<file path="src/rtl/macc_pkg.sv">
`timescale 1ns/1ps
package macc_pkg;
  typedef enum logic [1:0] {
    MACC_IDLE  = 2'b00,
    MACC_ADD   = 2'b01,
    MACC_SUB   = 2'b10,
    MACC_DRAIN = 2'b11
  } macc_op_e;
endpackage

</file>
<file path="src/rtl/macc_mult.sv">
`timescale 1ns/1ps
// Full-width signed product of two OPW-bit operands.
module macc_mult #(
  parameter int OPW = 32,
  localparam int PW = 2 * OPW
) (
  input  logic [OPW-1:0] mul_a,
  input  logic [OPW-1:0] mul_b,
  output logic [PW-1:0]  mul_p
);
  logic signed [PW-1:0] a_ext;
  logic signed [PW-1:0] b_ext;
  logic signed [PW-1:0] p_s;

  assign a_ext = $signed({{OPW{mul_a[OPW-1]}}, mul_a});
  assign b_ext = $signed({{OPW{mul_b[OPW-1]}}, mul_b});

  always_comb begin
    p_s   = a_ext * b_ext;
    mul_p = p_s;
  end
endmodule

</file>
<file path="src/rtl/macc_next.sv">
`timescale 1ns/1ps
// Next-state selection for the accumulator: operation first, then half loads.
module macc_next
  import macc_pkg::*;
#(
  parameter int OPW = 32,
  localparam int ACCW  = 2 * OPW,
  localparam int HALVES = 2
) (
  input  logic [ACCW-1:0] cur_acc,
  input  logic [ACCW-1:0] product,
  input  logic            op_valid,
  input  logic [1:0]      op_code,
  input  logic            ld_hi_en,
  input  logic            ld_lo_en,
  input  logic [OPW-1:0]  ld_data,
  output logic [ACCW-1:0] nxt_acc,
  output logic            drain_go
);
  logic [ACCW-1:0]   loaded;
  logic [HALVES-1:0] half_we;

  assign half_we = {ld_hi_en, ld_lo_en};

  for (genvar h = 0; h < HALVES; h++) begin : g_half
    assign loaded[h*OPW +: OPW] = half_we[h] ? ld_data : cur_acc[h*OPW +: OPW];
  end

  assign drain_go = op_valid && (op_code == MACC_DRAIN);

  always_comb begin
    nxt_acc = loaded;
    if (op_valid) begin
      case (op_code)
        MACC_ADD:   nxt_acc = cur_acc + product;
        MACC_SUB:   nxt_acc = cur_acc - product;
        MACC_DRAIN: nxt_acc = '0;
        default:    nxt_acc = cur_acc;
      endcase
    end
  end
endmodule

</file>
<file path="src/rtl/macc_extract.sv">
`timescale 1ns/1ps
// Arithmetic right shift of the accumulator, keeping the low OPW bits.
module macc_extract #(
  parameter int OPW   = 32,
  parameter int SHIFT = 28,
  localparam int ACCW = 2 * OPW
) (
  input  logic [ACCW-1:0] ext_acc,
  output logic [OPW-1:0]  ext_win
);
  logic signed [ACCW-1:0] shifted;

  always_comb begin
    shifted = $signed(ext_acc) >>> SHIFT;
    ext_win = shifted[OPW-1:0];
  end
endmodule

</file>
<file path="src/rtl/macc_unit.sv">
`timescale 1ns/1ps
module macc_unit #(
  parameter int OPW   = 32,
  parameter int SHIFT = 28
) (
  input  logic           clk,
  input  logic           rst,
  input  logic           op_valid,
  input  logic [1:0]     op_code,
  input  logic [OPW-1:0] opnd_a,
  input  logic [OPW-1:0] opnd_b,
  input  logic           ld_hi_en,
  input  logic           ld_lo_en,
  input  logic [OPW-1:0] ld_data,
  output logic [OPW-1:0] acc_hi,
  output logic [OPW-1:0] acc_lo,
  output logic [OPW-1:0] rd_value,
  output logic           rd_valid
);
  localparam int ACCW = 2 * OPW;

  logic [ACCW-1:0] acc_q;
  logic [ACCW-1:0] prod;
  logic [ACCW-1:0] acc_d;
  logic [OPW-1:0]  win;
  logic            drain_go;

  macc_mult #(.OPW(OPW)) u_mult (
    .mul_a (opnd_a),
    .mul_b (opnd_b),
    .mul_p (prod)
  );

  macc_next #(.OPW(OPW)) u_next (
    .cur_acc  (acc_q),
    .product  (prod),
    .op_valid (op_valid),
    .op_code  (op_code),
    .ld_hi_en (ld_hi_en),
    .ld_lo_en (ld_lo_en),
    .ld_data  (ld_data),
    .nxt_acc  (acc_d),
    .drain_go (drain_go)
  );

  macc_extract #(.OPW(OPW), .SHIFT(SHIFT)) u_extract (
    .ext_acc (acc_q),
    .ext_win (win)
  );

  always_ff @(posedge clk) begin
    if (rst) begin
      acc_q    <= '0;
      rd_value <= '0;
      rd_valid <= 1'b0;
    end else begin
      acc_q    <= acc_d;
      rd_valid <= drain_go;
      if (drain_go) rd_value <= win;
    end
  end

  assign acc_hi = acc_q[ACCW-1:OPW];
  assign acc_lo = acc_q[OPW-1:0];
endmodule

</file>
<file path="config.mk">
export PLATFORM = sky130hd
export DESIGN_NAME = macc_unit
export DESIGN_NICKNAME = d
export VERILOG_FILES = /design/src/rtl/macc_pkg.sv /design/src/rtl/macc_mult.sv /design/src/rtl/macc_next.sv /design/src/rtl/macc_extract.sv /design/src/rtl/macc_unit.sv
export SDC_FILE = /design/constraint.sdc
export NUM_CORES = 2
export LEC_CHECK = 0
export ABC_CLOCK_PERIOD_IN_PS = 12000
export BUFFER_PORTS_ARGS = -buffer_cell sky130_fd_sc_hd__buf_2
export CORE_MARGIN = 2
export CORE_UTILIZATION = 25
export CTS_CLUSTER_DIAMETER = 80
export DETAILED_ROUTE_END_ITERATION = 16
export GPL_TIMING_DRIVEN = 0
export PLACE_DENSITY = 0.43
export SYNTH_ARGS = -nofsm -noshare
export SYNTH_HDL_FRONTEND = slang
export SYNTH_HIERARCHICAL = 1
export SYNTH_SLANG_ARGS = --single-unit
</file>
<file path="constraint.sdc">
create_clock -name clk -period 12 [get_ports clk]
set_input_delay 0.6 -clock clk [delete_from_list [all_inputs] [get_ports clk]]
set_output_delay 0.6 -clock clk [all_outputs]
set_load 0.005 [all_outputs]
</file>
After elaboration in Yosys (flattened, before gate mapping) --
Cells that the tools add are included.
Storage, ports and cells: flip-flop bits (word level) 97, bits in latches 0, RAM bits 0, memory bits (read-only) 0, input port bits 103, memories kept 0
Cells by class: $add $sub $neg 2, multipliers 1, div/mod/pow operators 0, order comparisons 0, eq/ne operators 4, shift operators 0, multiplexer cells 4, bitwise operators 0, reduce and logical (&&, ||, !) cells 5
Operator list (number):
- 64-bit one-hot mux with 3 select lines | 1
- 64-bit adder | 1
- 32-bit by 32-bit multiplier with 64-bit output | 1
- 32-bit 2-to-1 mux | 2
- 64-bit 2-to-1 mux | 1
- 64-bit subtractor | 1
- 2-bit == test (second input constant) | 2
- 4-bit by 1-bit inequality test with 1-bit output (second input constant) | 1
- 2-bit AND reduction | 2
- 2-bit nonzero test | 2
- 2-bit by 1-bit == test with 1-bit output (second input constant) | 1
- 1-bit logical AND | 1

Logic depth before layout (Yosys ltp) --
depth in word-level cells 4, depth in mapped cells 48, gate-level depth less buffers 45

By module --
The synthesis kept the hierarchy.
Modules (own cells, without submodules):
- macc_mult | times used 1, cells an instance 3924, area each 36545.0 um^2, seq. area each 0.0 um^2
- macc_next | times used 1, cells an instance 1076, area each 7066.8 um^2, seq. area each 0.0 um^2
- macc_unit | times used 1, cells an instance 240, area each 2934.1 um^2, seq. area each 1941.9 um^2
- macc_extract | times used 1, cells an instance 32, area each 240.2 um^2, seq. area each 0.0 um^2

Least setup slack after synthesis --
No wires, ideal clock.
path type input -> register, from in opnd_b[8], to reg acc_q[63], setup time 114 ps, arrival time 10403 ps, slack 1483 ps, stages 42, buffers on the path 3, path through clkbuf_1 > nand2_1 > fa_1 > fa_1 > fa_1 > fa_1 > inv_1 > fa_1 > fa_1 > fa_1 > inv_1 > fa_1 > inv_1 > ha_1 > clkbuf_8 > nand2_1 > nor3_1 > inv_1 > [... 6 more ...] > or4_4 > nor3_1 > nand2_1 > o41ai_1 > xor2_1 > ha_1 > clkbuf_1 > nand2_1 > nor3_1 > a31oi_1 > a41o_1 > a21oi_1 > a21o_1 > nor2_1 > o21ai_1 > mux2i_1 > o211ai_1 > nor2b_1
Between the ends: word-level cells in the longest chain between the ends 4, elaborated cells between the ends (all ways) 5, those cells by class add/sub: 2; mul: 1; mux: 2
RTL lines:
- start: declaration | RTL line macc_unit.sv:11 | input logic [OPW-1:0] opnd_b,
- 32-bit by 32-bit multiplier with 64-bit output (*) | RTL line macc_mult.sv:19 | p_s = a_ext * b_ext;
- net prod[30] | RTL line macc_unit.sv:23 | logic [ACCW-1:0] prod;
- 64-bit subtractor or 64-bit adder (tied branches) | RTL line macc_next.sv:36, macc_next.sv:35
- 64-bit one-hot mux with 3 select lines (*) | RTL line macc_next.sv:34 | case (op_code)
- 64-bit 2-to-1 mux (*) | RTL line macc_next.sv:33 | if (op_valid) begin
- net acc_d[63] | RTL line macc_unit.sv:24 | logic [ACCW-1:0] acc_d;
- end signal: assignment | RTL line macc_unit.sv:53 | acc_q <= '0;
- end signal: assignment | RTL line macc_unit.sv:57 | acc_q <= acc_d;
- end: declaration | RTL line macc_unit.sv:22 | logic [ACCW-1:0] acc_q;
Mark *: on every way through the listed nets, which the timed path passes. The rest lies on a longest branch. A chain may end at the register's enable or synchronous reset.

Worst setup path after layout --
from in opnd_a[13], to reg acc_q[63]
Between the ends: word-level cells in the longest chain between the ends 4, elaborated cells between the ends (all ways) 5, those cells by class add/sub: 2; mul: 1; mux: 2
RTL lines:
- start: declaration | RTL line macc_unit.sv:10 | input logic [OPW-1:0] opnd_a,
- 32-bit by 32-bit multiplier with 64-bit output (*) | RTL line macc_mult.sv:19
- net prod[22] | RTL line macc_unit.sv:23
- 64-bit subtractor or 64-bit adder (tied branches) | RTL line macc_next.sv:36, macc_next.sv:35
- 64-bit one-hot mux with 3 select lines (*) | RTL line macc_next.sv:34
- 64-bit 2-to-1 mux (*) | RTL line macc_next.sv:33
- net acc_d[63] | RTL line macc_unit.sv:24
Marks and branches as above.

==> impl_metrics.ini <==
[outcome]
status = finished clean

[routing]
drt_iter0_markers = 2652
vias_per_cell = 4.72
vias = 37700
avgRoutedWirePerCell_um = 24.1
drtAntennaViolNets = 0
drc = 0
dr.pass1.iters = 7
wl_mm = 193

[critical_path]
r2r_setup_slack_ps = 8220
r2r_end = acc_q[56]
crit_type = input port to flop
slowest_delay_ps = 650
crit_path_top_delay_cell = or4_1
r2r_start = acc_q[0]
critical_path_arrival_ps = 11920
cp-end-kind = flop
worstSetupStartpointType = input port
crit_required_ps = 12260
cp_max_fo = 10
cp_common_cell = fa_1
worstRegToRegCells = 15

[sta]
fin_ws_ps = 336
setup-violations-final = 0
tightestPinTransition_ps = 1100
period_needed_ps = 11660
slew_headroom_pct = 26.7
finalCritPeriodShare_pct = 97.2
max_freq_ghz = 0.0857
finalMaxSlewViolations = 0
final_hold_viol_count = 0
grt_setup_unrepaired = yes
skew_ps = 8.40

[hold_path]
hold_end = rd_value[20]
worstHoldStart = rd_value[20]
hold_depth = 2
hold_path_class = flop to flop

[finish]
nNetsFinal = 6922
drive_above_1_share_pct = 10.0
syn2layout_area_growth_pct = 10.9
multi_input_area_um2 = 39800
final_cell_area_um2 = 51900
regArea_um2 = 1940
n_fill_cell = 20200

[clock_tree]
ctsRootBufferMaster = clkbuf_16
clock_latency_ps = 360
path_clk_slew_ps = 80
clockBufferDepth = 2
ctsHoldBuffers = 0
cts_tree = built
clock_sinks = 97
h-tree-depth = 3
cts_inserted_buffers = 9

[floorplan]
fp-row-count = 158
dieHeight_um = 437
fp.dieArea_um2 = 191000
start_util_pct = 25.2
dieWidth_um = 437
coreArea_um2 = 186000
io_pins = 200

[placed_design]
portBuffers = 196
dp_slack_ps = -1680
dp_hpwl_mm = 164
gp_congestion = 0.935
placed_area_um2 = 50900

[logic_synthesis]
yosys-top-cells-area = fa_1 (46%), inv_1 (7.9%), and2_1 (7.0%), ha_1 (6.7%), nand2_1 (5.0%)
yosys.cell_types.count = 96
netlist_area_um2 = 46800
syn_inst = 5272
ys_warn_count = 6
yosysTopAreaCell = fa_1
synth-seq-cells = 97
synth-async-reset-ratio_pct = 0
seq_area_frac_synth_pct = 4.15
yosysTopAreaCellShare_pct = 46.3
postSynthAreaPerCell_um2 = 8.87
synth_fp_nets = 6709
synth_edf_count = 0
synthFlopType = dfxtp_1

[global_routing]
track_usage_pct = 20.0
antenna_found_initial = 36
grt_max_degree = 23
overflow = 0
grt_pass1_vias = 39400
grt_first_pass_wirelength_mm = 277

[flow_run]
drv_cap = 0
==> sequential cells by signal, indices dropped and copies added, names as in the netlist <==
| register | cells |
|---|---|
| rd_value | 32 |
| acc_q | 64 |
| rd_valid | 1 |
==> cell usage in the layout, fill, tap and decap left out, types with 48 or more instances in the layout <==
| master | count |
|---|---|
| inv_1 | 984 |
| xnor2_1 | 149 |
| nor2b_1 | 110 |
| dfxtp_1 | 97 |
| o21ai_0 | 88 |
| buf_2 | 229 |
| clkbuf_1 | 86 |
| nand2_1 | 623 |
| and2_1 | 520 |
| fa_1 | 1077 |
| buf_4 | 48 |
| mux2i_1 | 69 |
| a21o_1 | 59 |
| ha_1 | 249 |
| clkbuf_2 | 107 |
| a21oi_1 | 213 |
| nor2_1 | 177 |
==> critical path: cells and delay by family <==
kind	cells	cell delay, ps
AND/OR/NAND/NOR	12	3030
adder cells (fa/ha/maj)	10	4930
multiplexers	1	220
AO/OA/AOI/OAI	9	1900
buffers and inverters	7	790
XOR/XNOR	2	420
==> cells by family after synthesis <==
family | share of synthesized area, %
buf+inv | 11.2
fa+ha+maj | 53.1
compound gates | 8.86
simple gates | 17.7
xor+xnor | 3.59
mux | 1.48
flops | 4.15
==> how the worst max path moves through the flow <==
stage	slack, ps	startpoint	depth (start not counted)	end
2_1_floorplan	1480	opnd_b[8]	42	acc_q[63]
3_3_place_gp	-1590	opnd_a[22]	43	acc_q[62]
4_1_cts	-20	opnd_a[28]	43	acc_q[62]
5_1_grt	-40	opnd_b[10]	42	acc_q[63]
3_5_place_dp	-1680	opnd_a[22]	43	acc_q[62]
6_report	340	opnd_a[13]	41	acc_q[63]
==> layer usage <==
layer  vias to the layer above  wire length [um]  track usage, %
met1                     19700             78700            26.1
li1                      16500                 -               -
met4                         6              9000            7.69
met5                         -                34               0
met3                       249             10900            1.66
met2                      1200             94000            34.2
==> cells in the mapped netlist (16+ instances only) <==
master and instances:
a211oi_1 43, a21o_1 59, a21oi_1 216, a22oi_1 24, a31oi_1 20, and2_1 520
buf_2 23, buf_4 35, clkbuf_1 251, dfxtp_1 97, fa_1 1083, ha_1 251
inv_1 987, mux2i_1 69, nand2_1 623, nand2b_1 17, nand3_1 28, nand4_1 36
nor2_1 179, nor2b_1 110, nor3_1 37, o211ai_1 16, o21a_1 17, o21ai_0 91
o21bai_1 24, o221ai_1 28, xnor2_1 149, xor2_1 41
==> stage by stage <==
step                      utilization [%]  hold WS, ps  cells  TNS, ps
after floorplan                         -          485   5272        0
after global placement               27.4          471   7948   -30550
after detailed placement             27.4          483   7948   -32670
after CTS                            27.7          501   7963    -15.9
after global routing                 27.9          520   7972    -93.7
final                                28.0          494   7990        0
==> layout make-up <==
| cell class | instances | area share, % |
|---|---|---|
| Antenna cell | 20 | 0.0965 |
| Buffer | 326 | 3.57 |
| Clock buffer | 10 | 0.461 |
| Clock inverter | 6 | 0.142 |
| Inverter | 987 | 7.15 |
| Multi-Input combinational cell | 3858 | 76.7 |
| Sequential cell | 97 | 3.74 |
| Tap cell | 2480 | 5.98 |
| Timing Repair Buffer | 206 | 2.12 |
==> timing repair <==
item / CTS / global route
setup endpoints to repair: 27 / 19
setup buffers: 0 / 10
pin swaps: 0 / 7
gates resized for setup: 161 / 209
Power is left out: the tool's default activity adds up to more than one toggle a clock period on the data nets, which glitch-free logic cannot reach.
